`src/rtl/dskc_pkg.sv`:
```
package dskc_pkg;
  localparam int DATA_W = 16;
  localparam int DA_W   = 13;
  localparam int ROT_W  = 6;
  localparam int ERR_N  = 5;
  localparam int MEX_W  = 2;

  typedef enum logic [2:0] {
    REG_LA = 3'd0, REG_DA = 3'd1, REG_ER = 3'd2, REG_CS = 3'd3,
    REG_WC = 3'd4, REG_CA = 3'd5, REG_MN = 3'd6, REG_DB = 3'd7
  } reg_sel_e;

  localparam int CS_SUM  = 15;
  localparam int CS_ERLO = 10;
  localparam int CS_NED  = 11;
  localparam int CS_INH  = 9;
  localparam int CS_ABO  = 8;
  localparam int CS_DONE = 7;
  localparam int CS_IE   = 6;
  localparam int CS_MEXL = 4;
  localparam int CS_MNT  = 3;
  localparam int CS_FNL  = 1;
  localparam int CS_GO   = 0;
  localparam int ER_OVF  = 5;
  localparam int LA_BAD  = 15;

  localparam logic [DATA_W-1:0] CA_KEEP = 16'hFFFE;
  localparam logic [DATA_W-1:0] MN_KEEP = 16'hFFC0;

  function automatic logic [DATA_W-1:0] merge_bytes(
      input logic [DATA_W-1:0] old_v, input logic [DATA_W-1:0] new_v,
      input logic byte_wr, input logic hi_lane);
    if (!byte_wr) return new_v;
    if (hi_lane) return {new_v[7:0], old_v[7:0]};
    return {old_v[15:8], new_v[7:0]};
  endfunction
endpackage

```
`src/rtl/dskc_addr.sv`:
```
module dskc_addr
  import dskc_pkg::*;
#(
  parameter int PLATTERS = 2
) (
  input  logic            clk,
  input  logic            rst,
  input  logic            da_we,
  input  logic [DA_W-1:0] da_wdata,
  input  logic            la_rd,
  output logic [DA_W-1:0] da_q,
  output logic [DA_W-1:0] la_q,
  output logic            unit_bad
);
  logic [1:0] unit_sel;
  assign unit_sel = da_wdata[DA_W-1 -: 2];
  assign unit_bad = (int'(unit_sel) >= PLATTERS);

  always_ff @(posedge clk) begin
    if (rst) begin
      da_q <= '0;
      la_q <= '0;
    end else if (da_we) begin
      da_q <= da_wdata;
      if (!unit_bad) la_q <= da_wdata;
    end else if (la_rd) begin
      la_q[ROT_W-1:0] <= la_q[ROT_W-1:0] + 1'b1;
    end
  end
endmodule

```
`src/rtl/dskc_data.sv`:
```
module dskc_data
  import dskc_pkg::*;
(
  input  logic              clk,
  input  logic              rst,
  input  logic              wc_we,
  input  logic              ca_we,
  input  logic              mn_we,
  input  logic [DATA_W-1:0] wdata,
  input  logic              start_now,
  input  logic [DATA_W-1:0] eng_er_set,
  input  logic              eng_db_we,
  input  logic [DATA_W-1:0] eng_db,
  output logic [DATA_W-1:0] er_q,
  output logic [DATA_W-1:0] wc_q,
  output logic [DATA_W-1:0] ca_q,
  output logic [DATA_W-1:0] mn_q,
  output logic [DATA_W-1:0] db_q
);
  always_ff @(posedge clk) begin
    if (rst) begin
      er_q <= '0;
      wc_q <= '0;
      ca_q <= '0;
      mn_q <= '0;
      db_q <= '0;
    end else begin
      if (start_now) er_q <= '0;
      else er_q <= er_q | eng_er_set;
      if (wc_we) wc_q <= wdata;
      if (ca_we) ca_q <= wdata & CA_KEEP;
      if (mn_we) mn_q <= wdata & MN_KEEP;
      if (eng_db_we) db_q <= eng_db;
    end
  end
endmodule

```
`src/rtl/dskc_csr.sv`:
```
module dskc_csr
  import dskc_pkg::*;
(
  input  logic              clk,
  input  logic              rst,
  input  logic              cs_we,
  input  logic              wr_inh,
  input  logic              wr_abo,
  input  logic              wr_ie,
  input  logic [MEX_W-1:0]  wr_mex,
  input  logic              wr_mnt,
  input  logic [1:0]        wr_func,
  input  logic              wr_go,
  input  logic              da_we,
  input  logic              unit_bad,
  input  logic              er_nz,
  input  logic              eng_done,
  input  logic [ERR_N-1:0]  eng_errs,
  output logic [DATA_W-1:0] cs_value,
  output logic              done_q,
  output logic              ie_q,
  output logic              inh_q,
  output logic [MEX_W-1:0]  mex_q,
  output logic              start_now,
  output logic              irq,
  output logic              eng_start,
  output logic [1:0]        eng_func,
  output logic              eng_abort
);
  logic [ERR_N-1:0] errs_q;
  logic             mnt_q;
  logic [1:0]       func_q;
  logic             done_after;

  assign done_after = done_q | wr_abo;
  assign start_now  = cs_we & wr_go & done_after;

  assign cs_value = {(|errs_q) | er_nz, errs_q, inh_q, 1'b0, done_q, ie_q,
                     mex_q, mnt_q, func_q, 1'b0};

  always_ff @(posedge clk) begin
    if (rst) begin
      errs_q    <= '0;
      inh_q     <= 1'b0;
      ie_q      <= 1'b0;
      mex_q     <= '0;
      mnt_q     <= 1'b0;
      func_q    <= '0;
      done_q    <= 1'b1;
      irq       <= 1'b0;
      eng_start <= 1'b0;
      eng_func  <= '0;
      eng_abort <= 1'b0;
    end else begin
      eng_start <= 1'b0;
      eng_abort <= 1'b0;
      errs_q    <= errs_q | eng_errs;
      if (eng_done) begin
        done_q <= 1'b1;
        if (!done_q && ie_q) irq <= 1'b1;
      end
      if (da_we) errs_q[CS_NED-CS_ERLO] <= unit_bad;
      if (cs_we) begin
        if (wr_abo) begin
          done_q    <= 1'b1;
          eng_abort <= 1'b1;
          if (!done_q && ie_q) irq <= 1'b1;
        end
        if (!wr_ie) irq <= 1'b0;
        else if (done_after && !ie_q) irq <= 1'b1;
        inh_q  <= wr_inh;
        ie_q   <= wr_ie;
        mex_q  <= wr_mex;
        mnt_q  <= wr_mnt;
        func_q <= wr_func;
        if (start_now) begin
          eng_start <= 1'b1;
          eng_func  <= wr_func;
          errs_q    <= '0;
          done_q    <= 1'b0;
          irq       <= 1'b0;
        end
      end
    end
  end
endmodule

```
`src/rtl/dskc_regs.sv`:
```
module dskc_regs
  import dskc_pkg::*;
#(
  parameter int PLATTERS = 2
) (
  input  logic        clk,
  input  logic        rst,
  input  logic        bus_sel,
  input  logic        bus_wr,
  input  logic        bus_byte,
  input  logic [3:0]  bus_addr,
  input  logic [15:0] bus_wdata,
  output logic [15:0] bus_rdata,
  output logic        irq,
  output logic        eng_start,
  output logic [1:0]  eng_func,
  output logic        eng_abort,
  output logic [12:0] eng_daddr,
  output logic [17:0] eng_maddr,
  output logic [15:0] eng_wcount,
  output logic        eng_inhibit,
  input  logic        eng_done,
  input  logic [4:0]  eng_errs,
  input  logic [15:0] eng_er_set,
  input  logic        eng_db_we,
  input  logic [15:0] eng_db
);
  reg_sel_e          sel;
  logic              wr_en, rd_en;
  logic              da_we, cs_we, wc_we, ca_we, mn_we, la_rd;
  logic [DATA_W-1:0] old_val, merged, rd_val, cs_value;
  logic [DA_W-1:0]   da_q, la_q;
  logic [DATA_W-1:0] er_q, wc_q, ca_q, mn_q, db_q;
  logic              unit_bad, start_now, cs_done, cs_ie, cs_inh;
  logic [MEX_W-1:0]  cs_mex;
  logic              la_flag;

  assign sel   = reg_sel_e'(bus_addr[3:1]);
  assign wr_en = bus_sel & bus_wr;
  assign rd_en = bus_sel & ~bus_wr;
  assign da_we = wr_en & (sel == REG_DA);
  assign cs_we = wr_en & (sel == REG_CS);
  assign wc_we = wr_en & (sel == REG_WC);
  assign ca_we = wr_en & (sel == REG_CA);
  assign mn_we = wr_en & (sel == REG_MN);
  assign la_rd = rd_en & (sel == REG_LA);

  always_comb begin
    unique case (sel)
      REG_DA:  old_val = {{(DATA_W-DA_W){1'b0}}, da_q};
      REG_CS:  old_val = cs_value;
      REG_WC:  old_val = wc_q;
      REG_CA:  old_val = ca_q;
      REG_MN:  old_val = mn_q;
      default: old_val = '0;
    endcase
  end

  assign merged  = merge_bytes(old_val, bus_wdata, bus_byte, bus_addr[0]);
  assign la_flag = cs_value[CS_NED] | er_q[ER_OVF];

  always_comb begin
    unique case (sel)
      REG_LA:  rd_val = {la_flag, {(DATA_W-DA_W-1){1'b0}}, la_q};
      REG_DA:  rd_val = {{(DATA_W-DA_W){1'b0}}, da_q};
      REG_ER:  rd_val = er_q;
      REG_CS:  rd_val = cs_value;
      REG_WC:  rd_val = wc_q;
      REG_CA:  rd_val = ca_q;
      REG_MN:  rd_val = mn_q;
      default: rd_val = db_q;
    endcase
  end

  always_ff @(posedge clk) begin
    if (rst) bus_rdata <= '0;
    else if (rd_en) bus_rdata <= rd_val;
  end

  dskc_addr #(.PLATTERS(PLATTERS)) u_addr (
    .clk(clk), .rst(rst), .da_we(da_we), .da_wdata(merged[DA_W-1:0]),
    .la_rd(la_rd), .da_q(da_q), .la_q(la_q), .unit_bad(unit_bad)
  );

  dskc_data u_data (
    .clk(clk), .rst(rst), .wc_we(wc_we), .ca_we(ca_we), .mn_we(mn_we),
    .wdata(merged), .start_now(start_now), .eng_er_set(eng_er_set),
    .eng_db_we(eng_db_we), .eng_db(eng_db), .er_q(er_q), .wc_q(wc_q),
    .ca_q(ca_q), .mn_q(mn_q), .db_q(db_q)
  );

  dskc_csr u_csr (
    .clk(clk), .rst(rst), .cs_we(cs_we),
    .wr_inh(merged[CS_INH]), .wr_abo(merged[CS_ABO]), .wr_ie(merged[CS_IE]),
    .wr_mex(merged[CS_MEXL +: MEX_W]), .wr_mnt(merged[CS_MNT]),
    .wr_func(merged[CS_FNL +: 2]), .wr_go(merged[CS_GO]),
    .da_we(da_we), .unit_bad(unit_bad), .er_nz(|er_q),
    .eng_done(eng_done), .eng_errs(eng_errs), .cs_value(cs_value),
    .done_q(cs_done), .ie_q(cs_ie), .inh_q(cs_inh), .mex_q(cs_mex),
    .start_now(start_now), .irq(irq), .eng_start(eng_start),
    .eng_func(eng_func), .eng_abort(eng_abort)
  );

  assign eng_daddr   = da_q;
  assign eng_maddr   = {cs_mex, ca_q};
  assign eng_wcount  = wc_q;
  assign eng_inhibit = cs_inh;
endmodule

```
`config.mk`:
```
export PLATFORM = sky130hd
export DESIGN_NAME = dskc_regs
export DESIGN_NICKNAME = d
export VERILOG_FILES = /design/src/rtl/dskc_pkg.sv /design/src/rtl/dskc_addr.sv /design/src/rtl/dskc_data.sv /design/src/rtl/dskc_csr.sv /design/src/rtl/dskc_regs.sv
export SDC_FILE = /design/constraint.sdc
export NUM_CORES = 1
export LEC_CHECK = 0
export BUFFER_PORTS_ARGS = -buffer_cell sky130_fd_sc_hd__buf_2
export CAP_MARGIN = 20
export CORE_ASPECT_RATIO = 1.2
export CORE_MARGIN = 10
export CORE_UTILIZATION = 45
export CTS_CLUSTER_SIZE = 8
export DETAILED_ROUTE_END_ITERATION = 10
export GPL_ROUTABILITY_DRIVEN = 1
export HOLD_SLACK_MARGIN = 0.1
export PLACE_DENSITY = 0.75
export SYNTH_ARGS = -nofsm -noshare
export SYNTH_HDL_FRONTEND = slang
export SYNTH_HIERARCHICAL = 1
export SYNTH_SLANG_ARGS = --single-unit
```
`constraint.sdc`:
```
create_clock -name clk -period 3.35 [get_ports clk]
set_input_delay 0.1675 -clock clk [delete_from_list [all_inputs] [get_ports clk]]
set_output_delay 0.1675 -clock clk [all_outputs]
set_load 0.01 [all_outputs]
```
==> results of run 1 <==
worst register-to-register path: stages (launching register included):
cell and delay (ns):
dfxtp_1 0.35, nor4_1 0.33, nand4_1 0.15, nor4_1 0.19, nand2_1 0.09, a222oi_1 0.48, o21ai_0 0.29, mux2i_1 0.21
nor2_1 0.06
cells in the mapped netlist (3+ instances only):
| cell | instances |
|---|---|
| dfxtp_1 | 133 |
| nor2_1 | 112 |
| mux2i_1 | 91 |
| nand2_1 | 47 |
| o21ai_0 | 27 |
| buf_4 | 26 |
| o21a_1 | 20 |
| a21oi_1 | 17 |
| buf_6 | 15 |
| a21o_1 | 14 |
| a221oi_1 | 14 |
| a221oi_2 | 13 |
| a2111oi_2 | 12 |
| buf_2 | 9 |
| clkbuf_1 | 9 |
| nor2b_1 | 9 |
| o2bb2ai_1 | 9 |
| nand2b_1 | 7 |
| a31oi_1 | 6 |
| nor3_1 | 6 |
| inv_1 | 5 |
| nor4_1 | 5 |
| and3_1 | 4 |
| buf_12 | 4 |
| a211oi_1 | 3 |
| a22o_1 | 3 |
| nor2_4 | 3 |
| o21ai_1 | 3 |
| o22ai_1 | 3 |
sequential cells by signal (all words and copies together) (netlist names), 5 cells and up:
register	count
u_data/db_q	16
u_addr/la_q	13
u_data/mn_q	10
bus_rdata	16
u_addr/da_q	13
u_data/er_q	16
u_data/ca_q	15
u_data/wc_q	16
u_csr/errs_q	5
how the worst max path moves through the flow:
stage / start / endpoint / slack (ns)
3_5_place_dp: bus_addr[1] / u_data/er_q[10] / 0.61
6_report: bus_addr[1] / u_data/er_q[5] / 0.96
5_1_grt: bus_addr[1] / u_addr/la_q[2] / 0.79
3_3_place_gp: bus_addr[1] / u_data/er_q[7] / 0.71
4_1_cts: bus_addr[1] / u_data/er_q[4] / 1.03
2_1_floorplan: bus_addr[1] / u_data/er_q[10] / 0.93
per-stage QoR:
step                      instance area (µm²)  cells  setup WS (ns)  util (%)  hold WS, ns
final                                    8110   1015          0.957      56.5        0.248
after detailed placement                 7100    944          0.611      49.5        0.375
after global routing                     8110   1014          0.791      56.5        0.291
after CTS                                8110   1014           1.03      56.5        0.238
after floorplan                          6610    683          0.932         -        0.237
after global placement                   7100    944          0.707      49.5        0.376
report_power, final:
part	internal, mW	leakage (nW)	switching, mW
clock	1.22	0.301	0.731
combinational	0.186	2.07	0.251
sequential	1.64	1.09	0.0457
total	3.04	3.46	1.03
routing by layer:
metal,GRT usage (%),up-vias,routed length (µm)
li1,-,2707,-
met2,33.3,258,9990
met1,24.8,2766,8320
met4,8.91,0,587
met5,0,-,0
met3,4.49,41,1610
repair_timing:
item / CTS / global route
hold buffers: 38 / 0
setup endpoints to repair: 0 / 0
resized for setup: 0 / 0
endpoints found under the hold margin: 38 / 0
final cells by class:
cell class	count	area share [%]
diodes	1	0.0309
clock buffers	19	5.58
clock inverters	13	2.11
inverters	6	0.309
multi-input cells	480	41.9
flip-flops and latches	133	32.8
well taps	175	2.70
repair buffers	188	14.6
cells by family (layout without fill, tap and decap cells):
group | count (synthesis) | after routing | synth area share, %
AND/OR/NAND/NOR | 217 | 217 | 16.2
AO/OA/AOI/OAI | 160 | 160 | 20.3
flip-flops | 133 | 133 | 40.4
multiplexers | 93 | 93 | 14.2
buffers and inverters | 70 | 226 | 8.55
other | 2 | 10 | 0.114
adder cells (fa/ha/maj) | 1 | 1 | 0.190
==> flow_summary.json, run 1 <==
{
  "status": "completed",
  "r2r_end": "u_data/wc_q[15]",
  "start_util_pct": 45.9,
  "final_common_cell": "dfxtp_1",
  "hpwl_mm": 14.9,
  "die_x_um": 130,
  "portBuffers": 131,
  "wl_mm": 20.5,
  "hold_viol": 0,
  "num_io_pins": 133,
  "synth_top_area_cell": "dfxtp_1",
  "ff_latch_area_um2": 2660,
  "crit_buf_inv": 2,
  "hold_path_class": "in -> reg",
  "rows": 48,
  "crit_cells": 9,
  "core_region_area_um2": 14400,
  "clk_latency_ns": 0.43,
  "drcViolationCount": 0,
  "num-nets-final": 891,
  "maxCapViolCount": 0,
  "viasPerCell": 5.69,
  "grtUsageTotal_pct": 20.4,
  "timing_worst_setup_path_type": "in -> reg",
  "die-area_um2": 19900,
  "synth_edf_count": 0,
  "fin_crit_sh_pct": 71.4,
  "path_max_fanout": 27,
  "path_clk_slew_ns": 0.06,
  "cts_setup_buffers": 0,
  "vias": 5772,
  "cp-end-kind": "register",
  "synthCells": 676,
  "overflow": 0,
  "antenna_found_initial": 1,
  "setup_viol": 0,
  "num-fill-cells": 1242,
  "synth-main-ff-cell": "dfxtp_1",
  "layout_common_cells": "133 x dfxtp_1, 130 x buf_2, 111 x nor2_1",
  "syn2layout_area_growth_pct": 23.2,
  "cp.required_ns": 3.66,
  "gp_congestion": 0.964,
  "cp_cell_sequence": "buf_2, nand2b_2, nor2_8, a221oi_2, o21ai_0, o211ai_4, inv_4, nor2_4, o21a_1",
  "tns_ns": 0,
  "initialDrtViolationCount": 665,
  "yosysSeqAreaShare_pct": 40.4,
  "slew_violations": 0,
  "drtAntennaViolNets": 0,
  "cts_buffers": 17,
  "critical_path_arrival_ns": 2.71,
  "yosys-top-cells-area": "dfxtp_1 40%, mux2i_1 14%, nor2_1 6.4%",
  "ys_types": 68,
  "fp.dieH_um": 152,
  "fmax_ghz": 0.418,
  "worstMarginPinSlew_ns": 0.860,
  "ys_seq_elements": 133,
  "cts_tree": "yes",
  "cp_slowest_cell": "o21ai_0",
  "grt_max_degree": 78,
  "ir_drop_uv": 372,
  "synth_area_per_cell_um2": 9.74,
  "cts_root_buffer": "clkbuf_16",
  "dr.pass1.iters": 6,
  "drive_gt1_share_pct": 27.7,
  "multiInputGateArea_um2": 3400,
  "min_period_ns": 2.39,
  "power_mw": 4.07,
  "grt_pass1_wl_mm": 31.5,
  "reg2reg_depth": 8,
  "hold_depth": 5,
  "ys_warn_count": 6,
  "critPathLaunchType": "input port",
  "worstHoldEndpoint": "u_addr/la_q[8]",
  "hold_start": "bus_wdata[8]",
  "synth_area_um2": 6580,
  "grt_setup_unrepaired": "no",
  "crit_family": "compound AO/OA/AOI/OAI gates",
  "critPathMaxStageDelay_ns": 0.61,
  "cts_sinks": 133,
  "r2r_setup_slack_ns": 1.06,
  "synth_async_sr_flop_share_pct": 0,
  "finClkSkew_ns": 0.0105,
  "grt_pass1_vias": 5673,
  "htree_levels": 4,
  "synth_top_cell_area_share_pct": 40.4,
  "leakagePower_nw": 3.46,
  "post_drt_wl_per_cell_um": 20.2,
  "cts.path.max_buffers": 2,
  "slew_headroom_pct": 42.7,
  "r2r-start": "u_data/er_q[6]",
  "powerDensity_nw_per_um2": 502
}
(Power assumes the default switching activity.)
==> run 2: changes to the inputs <==
==> constraint.sdc (replaced) <==
create_clock -name clk -period 2.4 [get_ports clk]
set_input_delay 0.12 -clock clk [delete_from_list [all_inputs] [get_ports clk]]
set_output_delay 0.12 -clock clk [all_outputs]
set_load 0.01 [all_outputs]
==> flow_summary.json, run 2 (synthesis results as in run 1) <==
{
  "status": "completed",
  "num-fill-cells": 1198,
  "antenna_found_initial": 2,
  "grt_pass1_wl_mm": 32.5,
  "drcViolationCount": 0,
  "path_common_cell": "o21ai_0",
  "dr.pass1.iters": 5,
  "final_common_cell": "dfxtp_1",
  "cp_slowest_cell": "o21ai_0",
  "maxCapViolCount": 0,
  "cts.path.max_buffers": 2,
  "hpwl_mm": 15.4,
  "worstMarginPinSlew_ns": 0.789,
  "clkPwrFrac_pct": 45.9,
  "clk_latency_ns": 0.42,
  "wl_mm": 20.9,
  "min_period_ns": 2.22,
  "cp-end-kind": "register",
  "start_util_pct": 45.9,
  "critPathLaunchType": "register",
  "p_int_mw": 4.15,
  "combPwrFrac_pct": 11.7,
  "fin_crit_sh_pct": 92.3,
  "num-nets-final": 913,
  "fmax_ghz": 0.451,
  "timing_worst_setup_path_type": "reg -> reg",
  "setup_viol": 0,
  "cts_root_buffer": "clkbuf_16",
  "fp.dieH_um": 152,
  "fin_ws_ns": 0.185,
  "hold_viol": 0,
  "cts_sinks": 133,
  "crit_family": "compound AO/OA/AOI/OAI gates",
  "die-area_um2": 19900,
  "vias": 5820,
  "syn2layout_area_growth_pct": 25.9,
  "layout_common_cells": "133 x dfxtp_1, 130 x buf_2, 111 x nor2_1",
  "finClkSkew_ns": 0.0140,
  "viasPerCell": 5.61,
  "post_drt_wl_per_cell_um": 20.2,
  "hold_path_class": "in -> reg",
  "path_max_fanout": 7,
  "drtAntennaViolNets": 0,
  "crit_buf_inv": 0,
  "num_io_pins": 133,
  "leakagePower_nw": 3.55,
  "switchingPower_mw": 1.39,
  "die_x_um": 130,
  "slew_violations": 0,
  "critical_path_arrival_ns": 2.53,
  "swShare_pct": 25.1,
  "slew_headroom_pct": 47.4,
  "gp_congestion": 0.955,
  "cp.required_ns": 2.71,
  "cp_cell_sequence": "mux2i_1, o22ai_1, a31oi_1, o21ai_0, or2b_1, o21ai_0, a221oi_1",
  "cts_tree": "yes",
  "drive_gt1_share_pct": 29.0,
  "ir_drop_uv": 360,
  "initialDrtViolationCount": 641,
  "htree_levels": 4,
  "path_clk_slew_ns": 0.06,
  "grtUsageTotal_pct": 20.8,
  "grt_setup_unrepaired": "no",
  "grt_pass1_vias": 5758,
  "critPathMaxStageDelay_ns": 0.39,
  "cts_resized": 0,
  "place_ws_ns": 0.0389,
  "overflow": 0,
  "powerDensity_nw_per_um2": 669,
  "cts_buffers": 17,
  "grt_max_degree": 50,
  "tns_ns": 0,
  "portBuffers": 131,
  "rows": 48,
  "core_region_area_um2": 14400,
  "p_seq_share_pct": 42.4
}
run 2: path summary, 6_finish.rpt:
check             slack [ns]       startpoint  depth (start not counted)              to
setup reg to reg        0.18  u_addr/da_q[12]                          7  u_addr/la_q[2]
hold / removal          0.19     bus_wdata[6]                          5  u_addr/la_q[6]
hold reg to reg         0.46   u_addr/la_q[8]                          2  u_addr/la_q[8]
setup / recovery        0.18  u_addr/da_q[12]                          7  u_addr/la_q[2]
run 2: repair_timing:
action | CTS | global route
endpoints found under the hold margin | 39 | 0
hold buffers | 38 | 0
endpoints found under the setup margin | 0 | 3
setup buffers | 0 | 1
run 2: stage by stage:
| stage | total power [mW] | hold WS [ns] | util [%] | area (µm²) | instances |
|---|---|---|---|---|---|
| 4_1_cts | 5.54 | 0.157 | 57.6 | 8270 | 1035 |
| 6_report | 5.54 | 0.189 | 57.7 | 8290 | 1038 |
| 3_3_place_gp | 2.98 | 0.319 | 51.0 | 7320 | 965 |
| 2_1_floorplan | 2.77 | 0.189 | - | 6610 | 683 |
| 5_1_grt | 5.71 | 0.228 | 57.7 | 8280 | 1036 |
| 3_5_place_dp | 2.98 | 0.329 | 51.0 | 7320 | 965 |
run 2: routing by layer:
layer | vias up | share of wire (%) | track usage, %
li1 | 2768 | - | -
met1 | 2707 | 42 | 26.5
met2 | 292 | 47 | 32.3
met3 | 53 | 8.0 | 4.70
met4 | 0 | 3.4 | 9.92
met5 | - | 0 | 0
run 2: cell type report:
class                   count  area, µm²  area share, %
clock buffers              23        468           5.65
flip-flops and latches    133       2660           32.1
inverters                   6       25.0          0.302
well taps                 175        219           2.64
diodes                      2       5.00         0.0604
multi-input cells         480       3400           41.0
clock inverters             9        103           1.24
repair buffers            210       1410           17.0
run 2: power by group through the flow:
stage / clock network (mW) / logic (mW) / registers (mW)
finish: 2.54 / 0.649 / 2.35
global route: 2.66 / 0.697 / 2.35
CTS: 2.56 / 0.638 / 2.35
detailed placement: 0 / 0.586 / 2.39
global placement: 0 / 0.582 / 2.39
floorplan: 0 / 0.390 / 2.38
run 2: tightest hold or removal path, stage by stage:
cell     delay, ns
buf_2         0.11
nand2_1       0.04
o21ai_0       0.10
nand2_1       0.11
a21oi_1       0.06
==> run 3: changes to the inputs <==
--- a/config.mk
+++ b/config.mk
@@ -13,9 +13,11 @@
 export CTS_CLUSTER_SIZE = 8
 export DETAILED_ROUTE_END_ITERATION = 10
 export GPL_ROUTABILITY_DRIVEN = 1
+export GPL_TIMING_DRIVEN = 0
 export HOLD_SLACK_MARGIN = 0.1
 export PLACE_DENSITY = 0.75
 export SYNTH_ARGS = -nofsm -noshare
 export SYNTH_HDL_FRONTEND = slang
 export SYNTH_HIERARCHICAL = 1
 export SYNTH_SLANG_ARGS = --single-unit
+export TNS_END_PERCENT = 30
==> flow_summary.json, run 3 (synthesis results as in run 1) <==
{
  "finalNonFillerCells": 1067,
  "critPathMaxStageDelay_ns": 0.32,
  "p_int_mw": 4.25,
  "critPathLaunchType": "register",
  "num-fill-cells": 1208,
  "num_io_pins": 133,
  "post-route-util_pct": 59.5,
  "min_period_ns": 2.28,
  "leakagePower_nw": 3.69,
  "clkPwrFrac_pct": 46.6,
  "cts_tree": "yes",
  "syn2layout_area_growth_pct": 29.8,
  "layout_common_cells": "138 x buf_2, 133 x dfxtp_1, 112 x nor2_1",
  "cp-end-kind": "register",
  "final_common_cell": "buf_2",
  "overflow": 0,
  "portBuffers": 128,
  "vias": 6050,
  "fin_crit_sh_pct": 94.8,
  "hold_viol": 0,
  "powerDensity_nw_per_um2": 666,
  "combPwrFrac_pct": 12.2,
  "switchingPower_mw": 1.44,
  "cts.path.max_buffers": 2,
  "grtUsageTotal_pct": 21.8,
  "num-nets-final": 942,
  "fp.dieH_um": 152,
  "grt_pass1_vias": 5932,
  "grt_max_degree": 18,
  "post_drt_wl_per_cell_um": 20.5,
  "hpwl_mm": 16.0,
  "path_clk_slew_ns": 0.06,
  "drive_gt1_share_pct": 29.8,
  "start_util_pct": 45.9,
  "cts_buffers": 17,
  "cp.required_ns": 2.77,
  "setup_viol": 0,
  "viasPerCell": 5.67,
  "fmax_ghz": 0.439,
  "cts_sinks": 133,
  "ir_drop_uv": 445,
  "swShare_pct": 25.3,
  "cts_root_buffer": "clkbuf_16",
  "grt_setup_unrepaired": "no",
  "p_seq_share_pct": 41.2,
  "timing_worst_setup_path_type": "reg -> reg",
  "multiInputGateArea_um2": 3390,
  "cp_slowest_cell": "dfxtp_1",
  "rows": 48,
  "drcViolationCount": 0,
  "die-area_um2": 19900,
  "dp.cells": 988,
  "antenna_found_initial": 2,
  "slew_violations": 0,
  "die_x_um": 130,
  "cp_cell_sequence": "mux2i_1, o2bb2ai_1, a221oi_2, o21ai_2, buf_2, o211ai_4, inv_4, nor2_4, buf_4, o21a_1",
  "core_region_area_um2": 14400,
  "slew_headroom_pct": 23.5,
  "clk_latency_ns": 0.44,
  "gp_congestion": 0.953,
  "finClkSkew_ns": 0.00960,
  "maxCapViolCount": 0,
  "critical_path_arrival_ns": 2.65,
  "initialDrtViolationCount": 704,
  "grt_pass1_wl_mm": 33.5,
  "path_max_fanout": 10,
  "worstMarginPinSlew_ns": 1.14,
  "dr.pass1.iters": 5,
  "htree_levels": 4,
  "wl_mm": 21.9,
  "status": "completed",
  "r2r_setup_slack_ns": 0.12,
  "drtAntennaViolNets": 0,
  "ff_latch_area_um2": 2660,
  "hold_path_class": "in -> reg"
}
[run 3: area by class of cell]
| cell class | count | share of cell area [%] |
|---|---|---|
| inverters | 6 | 0.293 |
| well taps | 175 | 2.56 |
| diodes | 2 | 0.0586 |
| plain buffers | 63 | 6.25 |
| repair buffers | 176 | 13.0 |
| clock buffers | 20 | 5.23 |
| multi-input cells | 480 | 39.7 |
| flip-flops and latches | 133 | 31.2 |
| clock inverters | 12 | 1.80 |
[run 3: metrics by stage]
stage	setup TNS [ns]	cell area (µm²)	hold slack, ns	worst slack (ns)	total power, mW
floorplan	0	6610	0.189	0.0292	2.77
global placement	-19.58	7470	0.316	-0.671	2.99
detailed placement	-7.61	7480	0.323	-0.456	3.00
CTS	0	8520	0.151	0.0321	5.69
global route	0	8540	0.174	0.00771	5.87
finish	0	8540	0.160	0.124	5.69
[run 3: critical path: cells and delay by family, from the launching register on]
kind                   cells  cell delay [ns]
AO/OA/AOI/OAI              5             0.98
buffers and inverters      3             0.54
flip-flops                 1             0.32
AND/OR/NAND/NOR            1             0.21
multiplexers               1             0.16
[run 3: power by group through the flow]
stage / logic, mW / clock network (mW) / registers, mW
final: 0.693 / 2.66 / 2.34
after global routing: 0.742 / 2.77 / 2.35
after CTS: 0.677 / 2.67 / 2.34
after detailed placement: 0.614 / 0 / 2.39
after global placement: 0.603 / 0 / 2.39
after floorplan: 0.390 / 0 / 2.38
[run 3: what timing repair did]
action	in CTS	in global routing
pin swaps	0	1
buffers inserted	0	2
gates resized for setup	1	2
hold buffers	44	0
endpoints found under the hold margin	39	0
setup endpoints to repair	10	13
gates cloned	0	0
[run 3: routing by layer]
metal	vias to the layer above	track usage, %	routed length [µm]
met2	326	36.1	10600
met3	52	5.26	1950
met5	-	0	0
met4	0	10.3	770
met1	2854	25.6	8540
li1	2818	-	-
[run 3: path summary, 6_finish.rpt]
| path | start | end | cells past startpoint |
|---|---|---|---|
| worst max-delay path | u_data/ca_q[8] | u_data/er_q[8] | 10 |
| worst min-delay path | eng_db_we | u_data/db_q[7] | 4 |
| worst max register to register | u_data/ca_q[8] | u_data/er_q[8] | 10 |
| worst min register to register | u_csr/eng_func[0] | u_csr/eng_func[0] | 2 |
